File: src/rtl/scrub_pkg.sv
package scrub_pkg;
  typedef enum logic [1:0] {
    ST_IDLE,
    ST_LEAD,
    ST_STROBE,
    ST_TAIL
  } seq_state_e;

  localparam int unsigned MIN_PERIOD_CODE = 3;
endpackage

File: src/rtl/scrub_period_timer.sv
module scrub_period_timer
  import scrub_pkg::*;
#(
  parameter int unsigned TW       = 32,
  parameter int unsigned STEP_CYC = 7,
  parameter int unsigned BASE_CYC = 25,
  parameter int unsigned DEF_CODE = 7
) (
  input  logic       clk_i,
  input  logic       rst_ni,
  input  logic       en_i,
  input  logic [3:0] code_i,
  output logic       tick_o
);
  function automatic logic [TW-1:0] period_of(input logic [3:0] code);
    int unsigned n;
    n = (int'(code) < int'(MIN_PERIOD_CODE)) ? MIN_PERIOD_CODE : int'(code);
    return ((TW'(1) << n) * TW'(STEP_CYC)) + TW'(BASE_CYC);
  endfunction

  localparam logic [TW-1:0] DEF_LOAD = period_of(4'(DEF_CODE)) - TW'(1);

  logic [TW-1:0] cnt_q;

  always_ff @(posedge clk_i or negedge rst_ni) begin
    if (!rst_ni) begin
      cnt_q <= DEF_LOAD;
    end else if (en_i) begin
      if (cnt_q == '0) cnt_q <= period_of(code_i) - TW'(1);  // boundary: new code
      else             cnt_q <= cnt_q - TW'(1);
    end
  end

  assign tick_o = en_i && (cnt_q == '0);
endmodule

File: src/rtl/scrub_master_seq.sv
module scrub_master_seq
  import scrub_pkg::*;
#(
  parameter int unsigned CW       = 7,
  parameter int unsigned STEP_CYC = 7,
  parameter int unsigned LOW_CYC  = 25,
  parameter int unsigned TAIL_CYC = 7
) (
  input  logic       clk_i,
  input  logic       rst_ni,
  input  logic       en_i,
  input  logic       tick_i,
  input  logic [3:0] lead_code_i,
  input  logic       done_i,
  output logic       busy_n_o,
  output logic       scrub_n_o,
  output logic       req_o
);
  seq_state_e    state_q;
  logic [CW-1:0] cnt_q;
  logic          pend_q;
  logic          done_seen_q;
  logic          start;
  logic [CW-1:0] lead_cyc;

  assign start    = en_i && (state_q == ST_IDLE) && (tick_i || pend_q);
  assign lead_cyc = CW'(lead_code_i) * CW'(STEP_CYC);

  // a period that expires mid-scrub is remembered, not dropped
  always_ff @(posedge clk_i or negedge rst_ni) begin
    if (!rst_ni)                           pend_q <= 1'b0;
    else if (!en_i || start)               pend_q <= 1'b0;
    else if (tick_i && state_q != ST_IDLE) pend_q <= 1'b1;
  end

  always_ff @(posedge clk_i or negedge rst_ni) begin
    if (!rst_ni) begin
      state_q     <= ST_IDLE;
      cnt_q       <= '0;
      done_seen_q <= 1'b0;
    end else begin
      unique case (state_q)
        ST_IDLE: begin
          if (start) begin
            done_seen_q <= 1'b0;
            if (lead_cyc == '0) begin
              state_q <= ST_STROBE;
              cnt_q   <= CW'(LOW_CYC - 1);
            end else begin
              state_q <= ST_LEAD;
              cnt_q   <= lead_cyc - CW'(1);
            end
          end
        end
        ST_LEAD: begin
          if (cnt_q == '0) begin
            state_q <= ST_STROBE;
            cnt_q   <= CW'(LOW_CYC - 1);
          end else begin
            cnt_q <= cnt_q - CW'(1);
          end
        end
        ST_STROBE: begin
          if (done_i) done_seen_q <= 1'b1;
          if (cnt_q == '0 && (done_seen_q || done_i)) begin
            state_q <= ST_TAIL;
            cnt_q   <= CW'(TAIL_CYC - 1);
          end else if (cnt_q != '0) begin
            cnt_q <= cnt_q - CW'(1);
          end
        end
        ST_TAIL: begin
          if (cnt_q == '0) state_q <= ST_IDLE;
          else             cnt_q   <= cnt_q - CW'(1);
        end
        default: state_q <= ST_IDLE;
      endcase
    end
  end

  assign busy_n_o  = (state_q == ST_IDLE);
  assign scrub_n_o = (state_q != ST_STROBE);
  assign req_o     = (state_q == ST_STROBE) && !done_seen_q;
endmodule

File: src/rtl/scrub_slave_trig.sv
module scrub_slave_trig (
  input  logic clk_i,
  input  logic rst_ni,
  input  logic en_i,
  input  logic scrub_n_i,
  input  logic done_i,
  output logic req_o,
  output logic low_o
);
  logic s1_q, s2_q, prev_q, pend_q, fall;

  always_ff @(posedge clk_i or negedge rst_ni) begin
    if (!rst_ni) begin
      s1_q   <= 1'b1;
      s2_q   <= 1'b1;
      prev_q <= 1'b1;
    end else begin
      s1_q   <= scrub_n_i;
      s2_q   <= s1_q;
      prev_q <= s2_q;
    end
  end

  assign fall = en_i && prev_q && !s2_q;

  always_ff @(posedge clk_i or negedge rst_ni) begin
    if (!rst_ni)             pend_q <= 1'b0;
    else if (fall)           pend_q <= 1'b1;
    else if (done_i && pend_q) pend_q <= 1'b0;
  end

  assign req_o = pend_q;
  assign low_o = en_i && !s2_q;
endmodule

File: src/rtl/scrub_sched.sv
module scrub_sched #(
  parameter int unsigned CLK_NS     = 8,
  parameter int unsigned AW         = 19,
  parameter int unsigned TW         = 32,
  parameter int unsigned DEF_PERIOD = 7
) (
  input  logic          clk_i,
  input  logic          rst_ni,
  input  logic          slave_mode_i,
  input  logic [3:0]    period_code_i,
  input  logic [3:0]    lead_code_i,
  input  logic          scrub_n_i,
  input  logic          scrub_done_i,
  output logic          scrub_req_o,
  output logic [AW-1:0] scrub_addr_o,
  output logic          busy_n_o,
  output logic          scrub_n_o,
  output logic          host_block_o
);
  localparam int unsigned STEP_CYC = (50 + CLK_NS - 1) / CLK_NS;
  localparam int unsigned LOW_CYC  = (200 + CLK_NS - 1) / CLK_NS;
  localparam int unsigned TAIL_CYC = STEP_CYC;
  localparam int unsigned LEAD_MAX = 15 * STEP_CYC;
  localparam int unsigned CNT_MAX  = (LEAD_MAX > LOW_CYC) ? LEAD_MAX : LOW_CYC;
  localparam int unsigned CW       = $clog2(CNT_MAX + 1);

  logic tick, m_req, s_req, s_low;

  scrub_period_timer #(
    .TW(TW), .STEP_CYC(STEP_CYC), .BASE_CYC(LOW_CYC), .DEF_CODE(DEF_PERIOD)
  ) u_timer (
    .clk_i (clk_i),
    .rst_ni(rst_ni),
    .en_i  (!slave_mode_i),
    .code_i(period_code_i),
    .tick_o(tick)
  );

  scrub_master_seq #(
    .CW(CW), .STEP_CYC(STEP_CYC), .LOW_CYC(LOW_CYC), .TAIL_CYC(TAIL_CYC)
  ) u_seq (
    .clk_i      (clk_i),
    .rst_ni     (rst_ni),
    .en_i       (!slave_mode_i),
    .tick_i     (tick),
    .lead_code_i(lead_code_i),
    .done_i     (scrub_done_i),
    .busy_n_o   (busy_n_o),
    .scrub_n_o  (scrub_n_o),
    .req_o      (m_req)
  );

  scrub_slave_trig u_slave (
    .clk_i    (clk_i),
    .rst_ni   (rst_ni),
    .en_i     (slave_mode_i),
    .scrub_n_i(scrub_n_i),
    .done_i   (scrub_done_i),
    .req_o    (s_req),
    .low_o    (s_low)
  );

  assign scrub_req_o  = m_req || s_req;
  assign host_block_o = !busy_n_o || s_low || s_req;

  always_ff @(posedge clk_i or negedge rst_ni) begin
    if (!rst_ni)                          scrub_addr_o <= '0;
    else if (scrub_done_i && scrub_req_o) scrub_addr_o <= scrub_addr_o + AW'(1);
  end
endmodule

File: config.mk
export PLATFORM = sky130hd
export DESIGN_NAME = scrub_sched
export DESIGN_NICKNAME = d
export VERILOG_FILES = /design/src/rtl/scrub_pkg.sv /design/src/rtl/scrub_period_timer.sv /design/src/rtl/scrub_master_seq.sv /design/src/rtl/scrub_slave_trig.sv /design/src/rtl/scrub_sched.sv
export SDC_FILE = /design/constraint.sdc
export NUM_CORES = 1
export LEC_CHECK = 0
export BUFFER_PORTS_ARGS = -buffer_cell sky130_fd_sc_hd__buf_4
export CORE_UTILIZATION = 62
export CTS_CLUSTER_DIAMETER = 150
export DETAILED_ROUTE_END_ITERATION = 7
export GPL_TIMING_DRIVEN = 0
export PLACE_DENSITY_LB_ADDON = 0.12
export SYNTH_ARGS = -nofsm -noshare
export SYNTH_HDL_FRONTEND = slang
export SYNTH_HIERARCHICAL = 1
export SYNTH_SLANG_ARGS = --single-unit
export TNS_END_PERCENT = 5
File: constraint.sdc
create_clock -name clk_i -period 3.7 [get_ports clk_i]
set_input_delay 0.555 -clock clk_i [delete_from_list [all_inputs] [get_ports clk_i]]
set_output_delay 0.555 -clock clk_i [all_outputs]
set_load 0.02 [all_outputs]
[After elaboration in Yosys (flattened, before gate mapping)]
Index checks and enable logic that the tools add are counted.
Operators by class
  $add $sub $neg: 6
  multipliers: 2
  magnitude comparators: 1
  equality and inequality tests: 11
  shift operators: 1
  mux-type cells: 22
  reductions and logical operators: 33
Operators by type and width (number)
  subtractor 32 x 1 -> 32 bit (second input constant): 2
  two-way mux 7 bit: 6
  adder 32 x 5 -> 32 bit (second input constant): 1
  logical NOT 32 bit: 1
  multiplier 32 x 3 -> 32 bit (second input constant): 1
  two-way mux 32 bit: 1
  << shifter 1 x 32 -> 32 bit (first input constant): 1
  one-hot mux 7 bit (4 select lines): 1
  adder 19 x 1 -> 19 bit (second input constant): 1
  logical NOT 7 bit: 2
  subtractor 7 x 1 -> 7 bit (second input constant): 2
  logical AND 1 bit: 11
  two-way mux 2 bit: 5
  inequality test 2 x 1 -> 1 bit (second input constant): 4
  one-hot mux 2 bit (4 select lines): 1
  nonzero test 2 bit: 4
  multiplier 4 x 3 -> 7 bit (second input constant): 1
  nonzero test 7 bit: 1
  logical OR 1 bit: 6
  two-way mux 1 bit: 6
  inequality test 2 bit (second input constant): 3
  AND reduction 3 bit: 2
  == test 2 bit (second input constant): 2
  logical NOT 1 bit: 4
  other kinds (7): 7
Word-level totals
  bits in registers: 66
  input port bits: 13
  output and inout port bits: 23
  word-level logic and storage cells: 86

[Logic depth before layout (Yosys ltp)]
Gate-level depths: netlist of the first run.
  word-level depth: 7
  mapped depth: 14
  depth with buffers taken out: 13

[Modules after synthesis]
Netlist of the first run, hierarchy kept.
By module, submodules not included
  scrub_period_timer: times used 1, cells an instance 404, area an instance 3319.4 um^2, sequential area each 807.0 um^2
  scrub_master_seq: times used 1, cells an instance 152, area an instance 1271.2 um^2, sequential area each 275.3 um^2
  scrub_sched: times used 1, cells an instance 75, area an instance 890.9 um^2, sequential area each 475.5 um^2
  scrub_slave_trig: times used 1, cells an instance 7, area an instance 130.1 um^2, sequential area each 103.8 um^2

[Worst setup path before layout of the first run]
OpenSTA, ideal clock, no wires.
  path type: input to register
  start: input period_code_i[2]
  end: register u_timer.cnt_q[17]
  library setup time: 128 ps
  arrival time: 3443 ps
  required time: 3572 ps
  path slack: 129 ps
  cell stages on the path: 13
  path buffers: 0
  cells stage by stage: nor2b_1 > nand3_1 > fa_1 > inv_1 > ha_1 > ha_1 > and3_1 > a221oi_1 > o31a_1 > o21bai_1 > a21oi_1 > xor2_1 > o21ai_0
On the way
  word-level cells in the longest chain between the ends: 7
RTL lines
  start: declaration: RTL line scrub_sched.sv:10  | input logic [3:0] period_code_i,
  less-than comparator 4 x 2 -> 1 bit: RTL line scrub_period_timer.sv:17  | n = (int'(code) < int'(MIN_PERIOD_CODE)) ? MIN_PERIOD_CODE : int'(code);
  two-way mux 4 bit (*): RTL line scrub_period_timer.sv:17
  << shifter 1 x 32 -> 32 bit (*): RTL line scrub_period_timer.sv:18  | return ((TW'(1) << n) * TW'(STEP_CYC)) + TW'(BASE_CYC);
  multiplier 32 x 3 -> 32 bit (*): RTL line scrub_period_timer.sv:18
  adder 32 x 5 -> 32 bit (*): RTL line scrub_period_timer.sv:18
  subtractor 32 x 1 -> 32 bit (*): RTL line scrub_period_timer.sv:29  | if (cnt_q == '0) cnt_q <= period_of(code_i) - TW'(1);
  two-way mux 32 bit (*): RTL line scrub_period_timer.sv:29
  end signal: assignment: RTL line scrub_period_timer.sv:29
  end signal: assignment: RTL line scrub_period_timer.sv:30  | else cnt_q <= cnt_q - TW'(1);
  end: declaration: RTL line scrub_period_timer.sv:23  | logic [TW-1:0] cnt_q;
Every way passes the cells marked *; elsewhere a longest branch is shown, timed or not.
A chain may end at the register's enable or synchronous reset.

[Worst setup path in the final report of the first run]
Same ends and word-level chain as after synthesis.

==> reports/results.txt, run 1 <==
Endpoints failing setup: 0
Clk pwr share: 21.9%
Reg2Reg Depth: 10
Largest area contributor in the netlist: dfrtp_1
Fin. Hold Viols: 0
WL met1: 5320 um
Slew Viols, Final: 0
Clk_skew: 14.7 ps
Post-synthesis sequential area ratio: 29.6%
CTS tree: done
Largest net degree at the start of global routing: 67
Met2 WL: 5870 um
Clk slew on worst S/H paths: 80 ps
Seq pwr share: 34.5%
Vias in the first global route: 4757
Die width: 97.1 um
Yosys top cell area share: 25.9%
Max cap viols: 0
GP Congestion: 0.938
Hold_buf cts: 0
Reg-to-Reg Start: u_timer/cnt_q[21]$_DFFE_PN0P_
Met3 routed WL: 592 um
Critical path's most frequent cell: ha_1
Fmax: 0.284 GHz
Worst flop-to-flop path endpoint: u_seq/cnt_q[4]$_DFFE_PN0P_
Flop and latch count out of synthesis: 66
RSZ-0062 raised after global routing: false
Post-synth EDFFs: 0
Avg Inst Size Synth: 8.80 um^2
Post-route insts no fill: 808
Nets: 778
Worst path slowest cell: fa_1
Antenna diodes: 0
Maximum VDD drop: 326 uV
Final wirelength: 12000 um
Ranking of synthesized cells by area: dfrtp_1, ha_1, fa_1, xnor2_1, inv_1
FF-to-FF setup slack: 580 ps
Logic pwr share: 43.7%
Antenna viol nets, final: 0
Nature of the critical path endpoint: flop
Status: finished, final reports clean
Min-Delay Path Class: in2async
Post-route DRC violation count: 0
Cell area after synthesis: 5610 um^2
Dpl hpwl: 9040 um
DRT Pass-1 Iters: 5
Core area: 8720 um^2
Clock tree buffer depth: 2
Post-route setup TNS: 0 ps
First-pass GRT wire length: 21100 um
Vias: 4807
DP Cell Count: 792
CP cell instances: buf_4, nor2b_2, nand3_1, fa_1, inv_1, ha_1, ha_1, and3_1, a221oi_2, o31a_1, o21bai_1, a21oi_1, xor2_1, o21ai_0
CP arrival: 3750 ps
Min Tclk post-route: 3530 ps
Clk Latency, worst-skew pair: 350 ps
Crit-path max cell delay: 570 ps
Die Span Y: 97.1 um
Setup Buffers After CTS: 0
Max layer used: met4
Port Buffers: 35
Crit Path Category: in2reg
P&R area growth vs syn: 12.0%
Hold slack: 281 ps
Share of post-route cells with drive strength above 1: 12.3%
CP max FO: 8
Internal cell power: 1.85 mW
Drt wl/cell: 14.8 um
Starting Density: 64.3%
Root Driver: clkbuf_8
Tightest Pin Transition: 837 ps
H-Tree Depth: 3
Most frequent cell after synthesis: inv_1
FFs w/ async S/R, synth: 100%
# rows: 34
Switching pwr: 1.31 mW
Leak: 3.15 nW
Worst EP required: 3920 ps
Post-synth top cells: inv_1, dfrtp_1, nand2_1
CTS Buf Count: 9
Syn Inst Count: 638
Pwr per Cell Area: 503 nW/um^2
Sw frac: 41.4%
YS warnings: 6
# IOs: 36
Die ar.: 9440 um^2
Tcrit/Tclk final: 95.3%
GRT Total Usage: 27.1%
Slew HR: 44.2%
CP Launch Type: input port
Initial antenna violation count: 0
Post-synth cell types: 69
Most used DFF post-synth: dfrtp_1
Clock sink count: 66
Initial detailed-routing violation count: 263
Total gr overflow: 0
Drt via density: 5.95
[how the worst max path moves through the flow]
stage / startpoint / endpoint / slack, ps / depth (start not counted)
6_report: period_code_i[2] / u_timer/cnt_q[17]$_DFFE_PN0P_ / 170 / 14
5_1_grt: period_code_i[2] / u_timer/cnt_q[12]$_DFFE_PN0P_ / 30 / 14
4_1_cts: period_code_i[2] / u_timer/cnt_q[17]$_DFFE_PN0P_ / 50 / 14
3_5_place_dp: period_code_i[2] / u_timer/cnt_q[17]$_DFFE_PN0P_ / -470 / 14
3_3_place_gp: period_code_i[2] / u_timer/cnt_q[17]$_DFFE_PN0P_ / -460 / 14
2_1_floorplan: period_code_i[2] / u_timer/cnt_q[17]$_DFFE_PN0P_ / 130 / 13
[power by group through the flow]
stage / combinational, mW / clock [mW] / sequential [mW]
finish: 1.38 / 0.691 / 1.09
global route: 1.53 / 0.732 / 1.12
CTS: 1.37 / 0.706 / 1.09
detailed placement: 1.36 / 0 / 1.10
global placement: 1.31 / 0 / 1.08
floorplan: 0.999 / 0 / 1.09
[flip-flops by register name (all words and copies together), names as in the netlist]
register / count
u_slave/prev_q: 1
u_slave/s1_q: 1
u_seq/cnt_q: 7
u_seq/pend_q: 1
u_seq/state_q: 2
u_seq/done_seen_q: 1
scrub_addr_o: 19
u_timer/cnt_q: 32
u_slave/s2_q: 1
u_slave/req_o: 1
[per-layer routing]
layer	global-route usage, %	vias to the layer above
met1	34.7	2296
met5	0	-
met4	9.76	0
met2	45.9	144
met3	5.11	24
li1	-	2343
[kinds of logic (layout without fill, tap and decap cells)]
| kind of cell | Yosys count | in the layout | synth area share (%) |
|---|---|---|---|
| buf+inv | 77 | 128 | 5.31 |
| compound gates | 142 | 142 | 16.6 |
| fa+ha+maj | 70 | 70 | 18.1 |
| other cells | 2 | 13 | 0.134 |
| mux | 4 | 4 | 0.758 |
| xor+xnor | 45 | 45 | 7.02 |
| flops | 66 | 66 | 29.6 |
| simple gates | 232 | 232 | 22.4 |
[what timing repair did]
| item | in CTS | in global routing |
|---|---|---|
| resized for setup | 1 | 1 |
| endpoints found under the setup margin | 4 | 6 |
| pin swaps | 0 | 0 |
[layout make-up]
| class | instances | area [um^2] |
|---|---|---|
| multi-input cells | 506 | 3700 |
| well taps | 108 | 135 |
| clock inverters | 7 | 100 |
| plain buffers | 18 | 76.3 |
| fillers | 680 | 2440 |
| repair buffers | 35 | 263 |
| inverters | 59 | 221 |
| clock buffers | 9 | 124 |
| flip-flops and latches | 66 | 1660 |
[worst max-delay path: cells and delay by family]
family          cells  cell delay, ps
compound gates      5             980
xor+xnor            1             190
fa+ha+maj           3            1170
buf+inv             2             160
simple gates        3             670
[per-stage QoR]
step                      setup slack (ps)  area (um^2)  utilization [%]  power [mW]
after floorplan                        129         5650                -        2.09
after global placement                -462         6050             69.4        2.39
after detailed placement              -474         6050             69.4        2.46
after CTS                             51.2         6280             72.0        3.16
after global routing                  30.4         6280             72.1        3.38
final                                  173         6280             72.1        3.16
[cells in the final DEF, fill, tap and decap left out, drive strengths merged, types with 12 or more instances in the layout]
cell type	Yosys	routed
buf	3	38
nand4	13	13
nand3	25	25
nand2	58	58
xor2	16	16
nor3	25	25
dfrtp	58	58
clkbuf	15	24
nor4	12	12
xnor2	29	29
o21ai	40	40
conb	2	13
inv	59	61
a21oi	43	43
ha	51	51
nor2	46	46
fa	19	19
No activity file was read; power rests on OpenSTA's default activity.
==> run 2, diff against run 1 <==
- ABC_AREA: not set -> 1
- CORE_UTILIZATION: 62 -> 63
==> run 2 against run 1 <==
Sequential power fell by 11%. Critical endpoint is now u_timer/cnt_q[19]$_DFFE_PN0P_. Worst hold slack improved by 25 ps. Critical path depth rose by 5. Register-to-register slack improved by 720 ps. Sequential share of layout area fell by 3.5 points. Global-route usage fell by 0.55 points. Cell count rose by 42%. Area after synthesis rose by 17%. Wire length rose by 13%. Clock skew fell by 4.3 ps. Combinational power fell by 41%. Via count rose by 20%.
==> reports/results.txt, run 2 <==
CTS Buf Count: 9 (unchanged)
Most used DFF post-synth: dfrtp_1
RSZ-0062 raised after global routing: false
Commonest non-fill, non-tap cells in the layout: nand2_1, inv_1, nor2_1, nand3_1, dfrtp_1
Final wirelength: 13500 um (+13%)
Pre-CTS WS: 190 ps (+664 ps)
Status: finished, final reports clean
Largest family of logic cells by synthesized area: simple AND/OR/NAND/NOR gates
Internal cell power: 1.54 mW (-16%)
Largest area contributor in the netlist: dfrtp_1
Max cap viols: 0 (unchanged)
Pwr per Cell Area: 338 nW/um^2 (-33%)
Reg with most FFs: u_timer/cnt_q
Post-synth EDFFs: 0 (unchanged)
Tcrit/Tclk final: 85.3% (-10 points)
Slew Viols, Final: 0 (unchanged)
DP Area: 7040 um^2 (+16%)
Port Buffers: 35 (unchanged)
Post-synthesis mux area share: 0% (-0.76 points)
Switching pwr: 0.908 mW (-31%)
Share of post-route cells with drive strength above 1: 14.7% (+2.4 points)
Setup Buffers After CTS: 0 (unchanged)
Reg2Reg Depth: 13 (+3)
Leak: 4.05 nW (+28%)
GP Congestion: 0.901 (-4.0%)
Ranking of synthesized cells by area: dfrtp_1, nand2_1, ha_1, inv_1, fa_1
Sw frac: 37.0% (-4.4 points)
CP arrival: 3400 ps (-350 ps)
CP Launch Type: input port
Area fraction in compound gates after synthesis: 5.16% (-11 points)
Tightest Pin Transition: 826 ps (-11.6 ps)
DRT Pass-1 Iters: 5 (unchanged)
Final WS setup: 543 ps (+369 ps)
Min-Delay Path Class: in2reg
Crit Path Category: in2reg
Fill count: 852 (+25%)
Flop and latch count out of synthesis: 66 (unchanged)
Reg-to-Reg Start: u_timer/cnt_q[7]$_DFFE_PN1P_
Simple-Gate Fraction of Synth Area: 39.4% (+17 points)
YS warnings: 6 (unchanged)
CP max FO: 5 (-3)
Worst Hold Depth: 1
Nets: 1093 (+40%)
Dpl hpwl: 10700 um (+18%)
Synth Area in XOR/XNOR: 4.27% (-2.8 points)
Logic pwr share: 33.2% (-11 points)
Antenna diodes: 0 (unchanged)
Starting Density: 66.0% (+1.7 points)
Fin. Hold Viols: 0 (unchanged)
Largest net degree at the start of global routing: 67 (unchanged)
Cell area after layout: 7260 um^2 (+15%)
Hold_buf cts: 0 (unchanged)
Hold endpoint: u_slave/s1_q$_DFF_PN1_
# rows: 36 (+5.9%)
Worst flop-to-flop path endpoint: u_seq/cnt_q[2]$_DFFE_PN0P_
First-pass GRT wire length: 23600 um (+12%)
Root Driver: clkbuf_8
Post-route setup TNS: 0 ps (unchanged)
Slew HR: 45.0% (+0.77 points)
GRT Total Usage: 26.6% (-0.55 points)
Post-route DRC violation count: 0 (unchanged)
Total gr overflow: 0 (unchanged)
H-Tree Depth: 3 (unchanged)
Fin util: 72.9% (+0.84 points)
Biggest regs: u_timer/cnt_q: 32 flops, scrub_addr_o: 19 flops, u_seq/cnt_q: 7 flops
Worst EP required: 3940 ps (+20 ps)
Drt wl/cell: 11.8 um (-21%)
Vias: 5791 (+20%)
FFs w/ async S/R, synth: 100% (unchanged)
Initial detailed-routing violation count: 407 (+55%)
Die width: 104 um (+7.2%)
HP Start: scrub_n_i
Clk_skew: 10.4 ps (-4.32 ps)
FF-to-FF setup slack: 1300 ps (+720 ps)
Post-Synth Adder-Cell Area: 15.5% (-2.7 points)
Syn Inst Count: 953 (+49%)
# resized after CTS: 0 (-1)
Die Span Y: 104 um (+7.2%)
Fmax: 0.317 GHz (+12%)
# IOs: 36 (unchanged)
Initial antenna violation count: 0 (unchanged)
Clk slew on worst S/H paths: 70 ps (about the same)
Post-synth top cells: nand2_1, inv_1, nor2_1
Clk pwr share: 27.3% (+5.4 points)
Clock sink count: 66 (unchanged)
Nature of the critical path endpoint: flop
Min Tclk post-route: 3160 ps (-369 ps)
Vias in the first global route: 5352 (+13%)
Core area: 9950 um^2 (+14%)
Endpoints failing setup: 0 (unchanged)
Die ar.: 10800 um^2 (+15%)
Max reg flops: 32 (unchanged)
Yosys top cell area share: 22.1% (-3.8 points)
Post-synthesis sequential area ratio: 25.3% (-4.3 points)
Clk Latency, worst-skew pair: 350 ps (about the same)
Maximum VDD drop: 155 uV (-52%)
Drt via density: 5.04 (-15%)
Commonest non-fill, non-tap cell in the layout: nand2_1
Avg Inst Size Synth: 6.90 um^2 (-22%)
Post-synth cell types: 41 (-41%)
P&R area growth vs syn: 10.4%
Antenna viol nets, final: 0 (unchanged)
Cell area after synthesis: 6570 um^2 (+17%)
Seq pwr share: 39.5% (+5.0 points)
Clock tree buffer depth: 2 (unchanged)
Most frequent cell after synthesis: nand2_1
CTS tree: done
==> run 2: cell count changes after synthesis, sizes merged, moves of 10 or more <==
cell    before  now
nand2       58  305
inv         59  163
nor2        46  129
nand3       25   71
xnor2       29    9
nor3        25   10
a21oi       43   31
nor4        12    0
o21ai       40   29
clkbuf      15    5
==> run 2: worst max-delay path by stage <==
stage,from,end,slack [ps]
CTS,period_code_i[1],u_timer/cnt_q[18]$_DFFE_PN0P_,550
detailed placement,period_code_i[1],u_timer/cnt_q[18]$_DFFE_PN0P_,190
global placement,period_code_i[2],u_timer/cnt_q[19]$_DFFE_PN0P_,220
finish,period_code_i[2],u_timer/cnt_q[19]$_DFFE_PN0P_,540
floorplan,period_code_i[2],u_timer/cnt_q[10]$_DFFE_PN0P_,620
global route,period_code_i[2],u_timer/cnt_q[15]$_DFFE_PN0P_,210
==> run 2: area by class of cell <==
class	instances	area [um^2]	area share, %
plain buffers	9	55.1	0.759
clock buffers	13	149	2.05
clock inverters	3	65.1	0.897
inverters	166	623	8.59
multi-input cells	723	4270	58.9
flip-flops and latches	66	1660	22.9
well taps	133	166	2.29
repair buffers	35	263	3.62
==> run 2: stage by stage <==
step / total power, mW / hold WS [ps] / instances
final: 2.45 / 307 / 1148
after global routing: 2.62 / 295 / 1148
after CTS: 2.46 / 294 / 1148
after detailed placement: 1.78 / 349 / 1132
after global placement: 1.76 / 348 / 1132
after floorplan: 1.59 / 259 / 964
==> run 2: power groups by stage <==
stage | Sequential, mW | Combinational, mW | Clock (mW)
floorplan | 0.981 | 0.605 | 0
global placement | 0.974 | 0.788 | 0
detailed placement | 0.977 | 0.804 | 0
CTS | 0.967 | 0.813 | 0.683
global route | 0.983 | 0.923 | 0.710
finish | 0.969 | 0.815 | 0.669
==> run 2: cell families (layout without fill, tap and decap cells) <==
kind of cell,Yosys count,count (layout)
flip-flops,66,66
adder cells (fa/ha/maj),70,70
AND/OR/NAND/NOR,544,544
buffers and inverters,175,226
XOR/XNOR,32,32
other,2,13
AO/OA/AOI/OAI,64,64
==> run 2: critical path, cell delays in order <==
cell and delay (ps):
buf_4 100, nor2_1 60, inv_1 110, nand2_1 80
nor2_1 190, nand2_1 220, fa_1 570, inv_1 40
ha_1 280, ha_1 380, nand2_1 100, nand2_1 80
o21bai_1 160, a21oi_1 130, nand2_1 80, nand2_1 120
nand2_1 60, nand2_1 50, nand2_1 40
==> run 2: routing by layer <==
metal / global-route usage [%] / part of all wire (%)
met4: 10.3 / 1.7
met1: 35.3 / 47
met5: 0 / 0
met2: 44.8 / 48
met3: 2.38 / 3.6
